--- config.mk ---
export PLATFORM = sky130hd
export DESIGN_NAME = mode_output_port
export DESIGN_NICKNAME = d
export VERILOG_FILES = /design/src/rtl/outport_pkg.sv /design/src/rtl/outport_latch.sv /design/src/rtl/outport_src_sel.sv /design/src/rtl/outport_drive.sv /design/src/rtl/mode_output_port.sv
export SDC_FILE = /design/constraint.sdc
export NUM_CORES = 1
export LEC_CHECK = 0
export ABC_AREA = 1
export CAP_MARGIN = 20
export CORE_MARGIN = 5
export CORE_UTILIZATION = 42
export DETAILED_ROUTE_END_ITERATION = 10
export PLACE_DENSITY = 0.82
export SLEW_MARGIN = 10
export SYNTH_ARGS = -nofsm -noshare
export SYNTH_HDL_FRONTEND = slang
export SYNTH_SLANG_ARGS = --single-unit
--- constraint.sdc ---
create_clock -name clk_i -period 1.1 [get_ports clk_i]
set_input_delay 0.165 -clock clk_i [delete_from_list [all_inputs] [get_ports clk_i]]
set_output_delay 0.165 -clock clk_i [all_outputs]
set_load 0.01 [all_outputs]
--- src/rtl/outport_pkg.sv ---
package outport_pkg;

  localparam int unsigned PORT_W = 8;
  localparam int unsigned MODE_W = 2;

  typedef enum logic [MODE_W-1:0] {
    OPM_SINGLE = 2'b00,
    OPM_EXPAND = 2'b01,
    OPM_BOOT   = 2'b10,
    OPM_TEST   = 2'b11
  } opm_e;

  // Pins follow the latch only in the two modes without an external bus
  function automatic logic opm_uses_latch(input logic [MODE_W-1:0] mode);
    logic sel;
    case (opm_e'(mode))
      OPM_SINGLE: sel = 1'b1;
      OPM_BOOT:   sel = 1'b1;
      OPM_EXPAND: sel = 1'b0;
      OPM_TEST:   sel = 1'b0;
      default:    sel = 1'b0;
    endcase
    return sel;
  endfunction

endpackage

--- src/rtl/outport_latch.sv ---
module outport_latch #(
  parameter int unsigned W = 8
) (
  input  logic         clk_i,
  input  logic         rst_ni,
  input  logic         wr_en_i,
  input  logic [W-1:0] wr_data_i,
  output logic [W-1:0] latch_q_o,
  output logic [W-1:0] latch_nxt_o
);

  logic [W-1:0] latch_q;
  logic [W-1:0] latch_nxt;

  // next-state: value the latch holds after the coming edge
  always_comb begin
    latch_nxt = latch_q;
    if (wr_en_i) begin
      latch_nxt = wr_data_i;
    end
  end

  // register with explicit clock enable
  always_ff @(posedge clk_i or negedge rst_ni) begin
    if (!rst_ni) begin
      latch_q <= '0;
    end else if (wr_en_i) begin
      latch_q <= latch_nxt;
    end
  end

  assign latch_q_o   = latch_q;
  assign latch_nxt_o = latch_nxt;

  // every write lands in the latch, independent of mode
  a_r4_write_stores: assert property (@(posedge clk_i) disable iff (!rst_ni)
    wr_en_i |=> (latch_q == $past(wr_data_i)));

  // no write, no change
  a_r7_latch_holds: assert property (@(posedge clk_i) disable iff (!rst_ni)
    !wr_en_i |=> $stable(latch_q));

endmodule

--- src/rtl/outport_src_sel.sv ---
module outport_src_sel
  import outport_pkg::*;
#(
  parameter int unsigned W = 8
) (
  input  logic [MODE_W-1:0] mode_i,
  input  logic [W-1:0]      latch_nxt_i,
  input  logic [W-1:0]      addr_i,
  output logic              sel_latch_o,
  output logic [W-1:0]      drv_nxt_o
);

  logic sel_latch;

  always_comb begin
    sel_latch = opm_uses_latch(mode_i);
  end

  // per-bit source select, replicated across the port width
  for (genvar b = 0; b < W; b++) begin : g_bit
    always_comb begin
      if (sel_latch) begin
        drv_nxt_o[b] = latch_nxt_i[b];
      end else begin
        drv_nxt_o[b] = addr_i[b];
      end
    end
  end

  assign sel_latch_o = sel_latch;

endmodule

--- src/rtl/outport_drive.sv ---
module outport_drive #(
  parameter int unsigned W = 8
) (
  input  logic         clk_i,
  input  logic         rst_ni,
  input  logic [W-1:0] drv_nxt_i,
  output logic [W-1:0] drv_q_o
);

  logic [W-1:0] drv_q;
  logic [W-1:0] drv_d;
  logic         drv_en;

  always_comb begin
    drv_en = 1'b1;
    drv_d  = drv_nxt_i;
  end

  always_ff @(posedge clk_i or negedge rst_ni) begin
    if (!rst_ni) begin
      drv_q <= '0;
    end else if (drv_en) begin
      drv_q <= drv_d;
    end
  end

  assign drv_q_o = drv_q;

endmodule

--- src/rtl/mode_output_port.sv ---
module mode_output_port
  import outport_pkg::*;
#(
  parameter int unsigned W = PORT_W
) (
  input  logic              clk_i,
  input  logic              rst_ni,
  input  logic              wr_en_i,
  input  logic [W-1:0]      wr_data_i,
  output logic [W-1:0]      rd_data_o,
  input  logic [MODE_W-1:0] mode_i,
  input  logic [W-1:0]      addr_lo_i,
  output logic [W-1:0]      pin_o
);

  logic [W-1:0] latch_q;
  logic [W-1:0] latch_nxt;
  logic [W-1:0] drv_nxt;
  logic [W-1:0] drv_q;
  logic         sel_latch;

  outport_latch #(.W(W)) u_latch (
    .clk_i       (clk_i),
    .rst_ni      (rst_ni),
    .wr_en_i     (wr_en_i),
    .wr_data_i   (wr_data_i),
    .latch_q_o   (latch_q),
    .latch_nxt_o (latch_nxt)
  );

  outport_src_sel #(.W(W)) u_sel (
    .mode_i      (mode_i),
    .latch_nxt_i (latch_nxt),
    .addr_i      (addr_lo_i),
    .sel_latch_o (sel_latch),
    .drv_nxt_o   (drv_nxt)
  );

  outport_drive #(.W(W)) u_drive (
    .clk_i     (clk_i),
    .rst_ni    (rst_ni),
    .drv_nxt_i (drv_nxt),
    .drv_q_o   (drv_q)
  );

  assign pin_o     = drv_q;
  assign rd_data_o = drv_q;

  // marks that one edge out of reset has passed, so $past is meaningful
  logic seen_q;
  always_ff @(posedge clk_i or negedge rst_ni) begin
    if (!rst_ni) begin
      seen_q <= 1'b0;
    end else begin
      seen_q <= 1'b1;
    end
  end

  // latch-driven modes put the latch on the pins at the same edge
  a_r2_pins_track_latch: assert property (@(posedge clk_i) disable iff (!rst_ni)
    (seen_q && opm_uses_latch($past(mode_i))) |-> (pin_o == latch_q));

  // bus modes put the sampled address byte on the pins
  a_r3_pins_track_addr: assert property (@(posedge clk_i) disable iff (!rst_ni)
    (seen_q && !opm_uses_latch($past(mode_i))) |-> (pin_o == $past(addr_lo_i)));

  // leaving a bus mode restores the stored latch value
  a_r5_restore_latch: assert property (@(posedge clk_i) disable iff (!rst_ni)
    (seen_q && !opm_uses_latch($past(mode_i)) && opm_uses_latch(mode_i) && !wr_en_i)
      |=> (pin_o == $past(latch_q)));

  // address churn is invisible while the latch owns the pins
  a_r8_addr_ignored: assert property (@(posedge clk_i) disable iff (!rst_ni)
    (seen_q && opm_uses_latch(mode_i) && opm_uses_latch($past(mode_i)) && !wr_en_i)
      |=> $stable(pin_o));

endmodule

==> impl_metrics.tcl, run 1 <==
set metrics [dict create \
    report.final.hold_viol_count 0 \
    report.final.slew_viol_count 0 \
    final_layout_size_suffix_gt1_frac 0.129 \
    cp_cell_sequence "dlygate4sd2_1" \
    hp-class "in -> async" \
    critPathMaxStageDelay_ns 0.38 \
    finalPower_uw 1350 \
    synth_cell_type_count 11 \
    htree_levels 1 \
    tightest_slew_ns 0.200 \
    rsz0062_at_grt "yes" \
    critPathBufInv 1 \
    avgSynthCellArea_sq_um 8.34 \
    antenna_left 0 \
    grt_max_degree 17 \
    critical_path.top_delay_family "flip-flops" \
    clk_latency_ns 0.28 \
    clockBufferDepth 2 \
    fmax_mhz 904 \
    cp_slowest_cell "dfrtp_1" \
    crit_path_start_kind "register" \
    fin_nets 146 \
    antenna_cells 0 \
    core_region_area_sq_mm 0.00173 \
    arrival_ns 0.94 \
    synth_top_family_by_area "simple AND/OR/NAND/NOR gates" \
    slew_headroom 0.867 \
    regArea_sq_um 400 \
    synthMuxAreaShare 0 \
    critPathKind "reg -> out" \
    pin_count 37 \
    status "complete, but fails checks" \
    finClkSkew_ns 0.00446 \
    dr.pass1.iters 4 \
    grt-ovfl-total 0 \
    initial_core_util 0.444 \
    whs_ns 0.193 \
    synth-adder-area-share 0 \
    post_cts_buffers 0 \
    crit_fanout 2 \
    synth_xor_xnor_area_share 0 \
    cts_hold_buf 0 \
    drt-initial-drc-count 6 \
    grt_pass1_vias 639 \
    mappedNetlistNets 113 \
    ys_warn_count 0 \
    cts-root-buf "clkbuf_4" \
    setup_viol 4 \
    setup_ws_ns -0.00681 \
    num_vias 627 \
    antenna_found_initial 0 \
    clkSinkCount 16 \
    cp.required_ns 0.94 \
    final_common_cell "nand2_1" \
    hpwl_um 1260 \
    synth_cells 92 \
    netlist_area_sq_um 767 \
    gp_congestion 0.696 \
    drc 0 \
    violations "negative setup slack" \
    min_period_over_period 1.01 \
    r2r_end "u_latch.latch_q_o[0]" \
    p_per_area_mw_per_mm2 1210 \
    dieArea_sq_mm 0.00278 \
    cts_tree "done" \
    syn_to_final_growth_pct 44.5 \
    cts_made_buffers 3 \
    yosys.area_share.simple 0.277 \
    ys_seq_elements 16 \
    peakVddDrop_uv 689 \
    leakage_uw 0.000593 \
    viasPerCell 4.21 \
    ff2ff_setup_slack_ns 0.37 \
    layout_min_cycle_time_ns 1.11 \
    fillers 159 \
    worstRegToRegCells 3 \
    routed_wl_um 1630 \
    chipWidth_um 52.7 \
    grtUsageTotal 0.133 \
    crit_path_end_kind "primary output" \
    r2r_start "u_latch.latch_q_o[0]" \
    num_rows 15 \
    grt_pass1_wl_um 2700 \
    final_cell_mix "31 x nand2_1, 19 x clkdlybuf4s50_1, 16 x inv_1, 16 x dfrtp_1" \
    clk_pin_slew_ns 0.10 \
    port_buffers 35 \
    routedWlPerCell_um 10.9 \
    yosysSeqAreaShare 0.522 \
    multi_input_area_sq_um 213 \
    die_h_um 52.7 \
    maxCapViolCount 0 \
    synth-compound-area-share 0 \
]
report_power, final:
group | switching, uW | total (uW) | internal [uW]
registers | 18.8 | 659 | 640
clock network | 184 | 385 | 201
logic | 140 | 302 | 162
per-stage QoR:
stage	util	area [sq um]	setup TNS [ns]	instances	setup slack, ns
after detailed placement	0.641	1110	-0.671	145	-0.0575
after CTS	0.658	1140	-0.109	149	-0.0193
final	0.642	1110	-0.0228	149	-0.00681
after floorplan	-	767	0	92	0.396
after global routing	0.642	1110	-0.162	149	-0.0427
after global placement	0.641	1110	-0.466	145	-0.0430
logic make-up after synthesis:
kind of cell  count (synthesis)
flops                        16
simple gates                 48
buf+inv                      28
how the worst max path moves through the flow:
stage	slack, ns	end	startpoint	cells after the start
6_report	-0.007	pin_o[0]	u_drive.drv_q_o[0]	1
5_1_grt	-0.04	pin_o[4]	u_drive.drv_q_o[4]	1
4_1_cts	-0.02	pin_o[0]	u_drive.drv_q_o[0]	1
3_5_place_dp	-0.06	u_latch.latch_q_o[0]	wr_en_i	5
3_3_place_gp	-0.04	u_latch.latch_q_o[5]	wr_en_i	4
2_1_floorplan	0.40	rd_data_o[0]	u_drive.drv_q_o[0]	1
registers in the layout (all words and copies together), names as in the netlist:
name	count
u_drive.drv_q_o	8
u_latch.latch_q_o	8
timing repair:
action | 4_1_cts | 5_1_grt
gates resized for setup | 26 | 8
hold endpoints to repair | 0 | 0
setup endpoints to repair | 16 | 12
synth_stat cells:
cell type,n,share of area
and2_1,8,0.065
buf_2,1,0.0065
buf_4,8,0.078
buf_6,1,0.015
dfrtp_1,16,0.52
inv_1,16,0.078
inv_4,1,0.0082
inv_8,1,0.015
nand2_1,31,0.15
nand2_2,1,0.0082
nand3_1,8,0.052
cell type report:
class                      count  area share
sequential                    16       0.361
timing repair buffer          38       0.316
multi-input combinational     48       0.192
inverter                      18      0.0700
clock buffer                   4      0.0327
tap                           25      0.0282
routing by layer:
layer  GRT usage  wire [um]  vias up
met5           0          0        -
met4      0.0511         19        0
met3      0.0171         95        2
met2       0.244        873       22
met1       0.153        641      282
li1            -          -      321
Note: power is estimated with default switching activity, not from simulation.
==> run 2, diff against run 1 <==
CAP_MARGIN = 30   (was 20)
SKIP_LAST_GASP = 1   (was not set)
SLEW_MARGIN = 20   (was 10)
==> results of run 2 <==
Final layout, timing and power as in run 1 (identical DEF).
==> run 3, diff against run 2 <==
TNS_END_PERCENT = 50   (was not set)
==> run 3 against run 2 <==
Net effect:
- the run still ends with negative setup slack left
- sequential power about the same
- utilization increased by 1.6 points
- flip-flop and latch count unchanged
- register-to-register slack barely moved
- setup slack about the same
- worst hold slack about the same
- critical path depth stayed put
==> impl_metrics.tcl, run 3 (synthesis gave the netlist of run 1 again) <==
set metrics [dict create \
    hpwl_um 1260 \
    dieArea_sq_mm 0.00278 \
    final_common_cell "nand2_1" \
    gp_congestion 0.696 \
    rsz0062_at_grt "yes" \
    clockBufferDepth 2 \
    arrival_ns 0.94 \
    maxCapViolCount 0 \
    routed_wl_um 1630 \
    fillers 156 \
    dr.pass1.iters 4 \
    critical_path.top_delay_family "flip-flops" \
    syn_to_final_growth_pct 48.1 \
    routedWlPerCell_um 10.9 \
    leakage_uw 0.000597 \
    finClkSkew_ns 0.00452 \
    slew_headroom 0.866 \
    die_h_um 52.7 \
    grt_pass1_vias 639 \
    crit_path_start_kind "register" \
    drc 0 \
    report.final.hold_viol_count 0 \
    critPathKind "reg -> out" \
    cp_cell_sequence "dlygate4sd2_1" \
    violations "negative setup slack" \
    core_region_area_sq_mm 0.00173 \
    tightest_slew_ns 0.201 \
    cts-root-buf "clkbuf_4" \
    crit_fanout 2 \
    cp_slowest_cell "dfrtp_1" \
    peakVddDrop_uv 660 \
    hp-class "in -> async" \
    critPathBufInv 1 \
    num_rows 15 \
    crit_path_end_kind "primary output" \
    grt_max_degree 17 \
    post_cts_buffers 0 \
    port_buffers 35 \
    whs_ns 0.194 \
    htree_levels 1 \
    cp.required_ns 0.94 \
    num_vias 621 \
    critPathMaxStageDelay_ns 0.38 \
    grt_pass1_wl_um 2700 \
    fmax_mhz 903 \
    layout_min_cycle_time_ns 1.11 \
    min_period_over_period 1.01 \
    setup_ws_ns -0.00717 \
    ff2ff_setup_slack_ns 0.37 \
    cts_resized 22 \
    clk_pin_slew_ns 0.10 \
    final_cell_mix "31 x nand2_1, 19 x clkdlybuf4s50_1, 16 x inv_1, 16 x dfrtp_1, 10 x clkdlybuf4s15_1" \
    status "complete, but fails checks" \
    antenna_found_initial 0 \
    fin_nets 146 \
    final_layout_size_suffix_gt1_frac 0.0806 \
    p_per_area_mw_per_mm2 1190 \
    clkSinkCount 16 \
    grtUsageTotal 0.133 \
    antenna_left 0 \
    pin_count 37 \
    place_ws_ns -0.0575 \
    cts_hold_buf 0 \
    report.final.slew_viol_count 0 \
    initial_core_util 0.444 \
    cts_tree "done" \
    setup_viol 6 \
    grt-ovfl-total 0 \
    chipWidth_um 52.7 \
    drt-initial-drc-count 8 \
    cts_made_buffers 3 \
    viasPerCell 4.17 \
    clk_latency_ns 0.28 \
    antenna_cells 0 \
]
-- run 3: report_power, final --
part / total, uW / switching [uW] / internal, uW
registers: 659 / 18.7 / 640
clock network: 385 / 184 / 201
logic: 310 / 139 / 170
-- run 3: layer usage --
metal / global-route usage / share of wire / wire [um]
met1: 0.153 / 0.40 / 649
met2: 0.244 / 0.54 / 881
met3: 0.0171 / 0.047 / 76
met4: 0.0511 / 0.012 / 19
met5: 0 / 0 / 0
-- run 3: stage by stage --
| stage | area (sq um) | util | instances | total power [uW] | TNS [ns] |
|---|---|---|---|---|---|
| 5_1_grt | 1140 | 0.658 | 149 | 1430 | -0.295 |
| 3_5_place_dp | 1110 | 0.641 | 145 | 1020 | -0.671 |
| 4_1_cts | 1130 | 0.655 | 149 | 1370 | -0.177 |
| 6_report | 1140 | 0.658 | 149 | 1350 | -0.0255 |
| 2_1_floorplan | 767 | - | 92 | 834 | 0 |
| 3_3_place_gp | 1110 | 0.641 | 145 | 1000 | -0.466 |
-- run 3: final timing paths --
path | startpoint | end | depth (start not counted)
max | u_drive.drv_q_o[0] | pin_o[0] | 1
min | rst_ni | u_latch.latch_q_o[5] | 2
max reg2reg | u_latch.latch_q_o[0] | u_latch.latch_q_o[0] | 3
min reg2reg | u_latch.latch_q_o[2] | u_latch.latch_q_o[2] | 3
max in group asynchronous | rst_ni | u_latch.latch_q_o[6] | 2
min in group clk_i | addr_lo_i[4] | u_drive.drv_q_o[4] | 3
-- run 3: worst reg2reg max path, stage by stage, from the launching register on --
cell and delay (ns):
dfrtp_1 0.38, inv_1 0.05, nand2_1 0.06, and2_1 0.14
-- run 3: area by class of cell --
class,count,area (sq um),area share
clock buffer,4,36.3,0.0319
timing repair buffer,38,378,0.333
multi-input combinational,48,213,0.187
sequential,16,400,0.352
inverter,18,77.6,0.0683
tap,25,31.3,0.0275
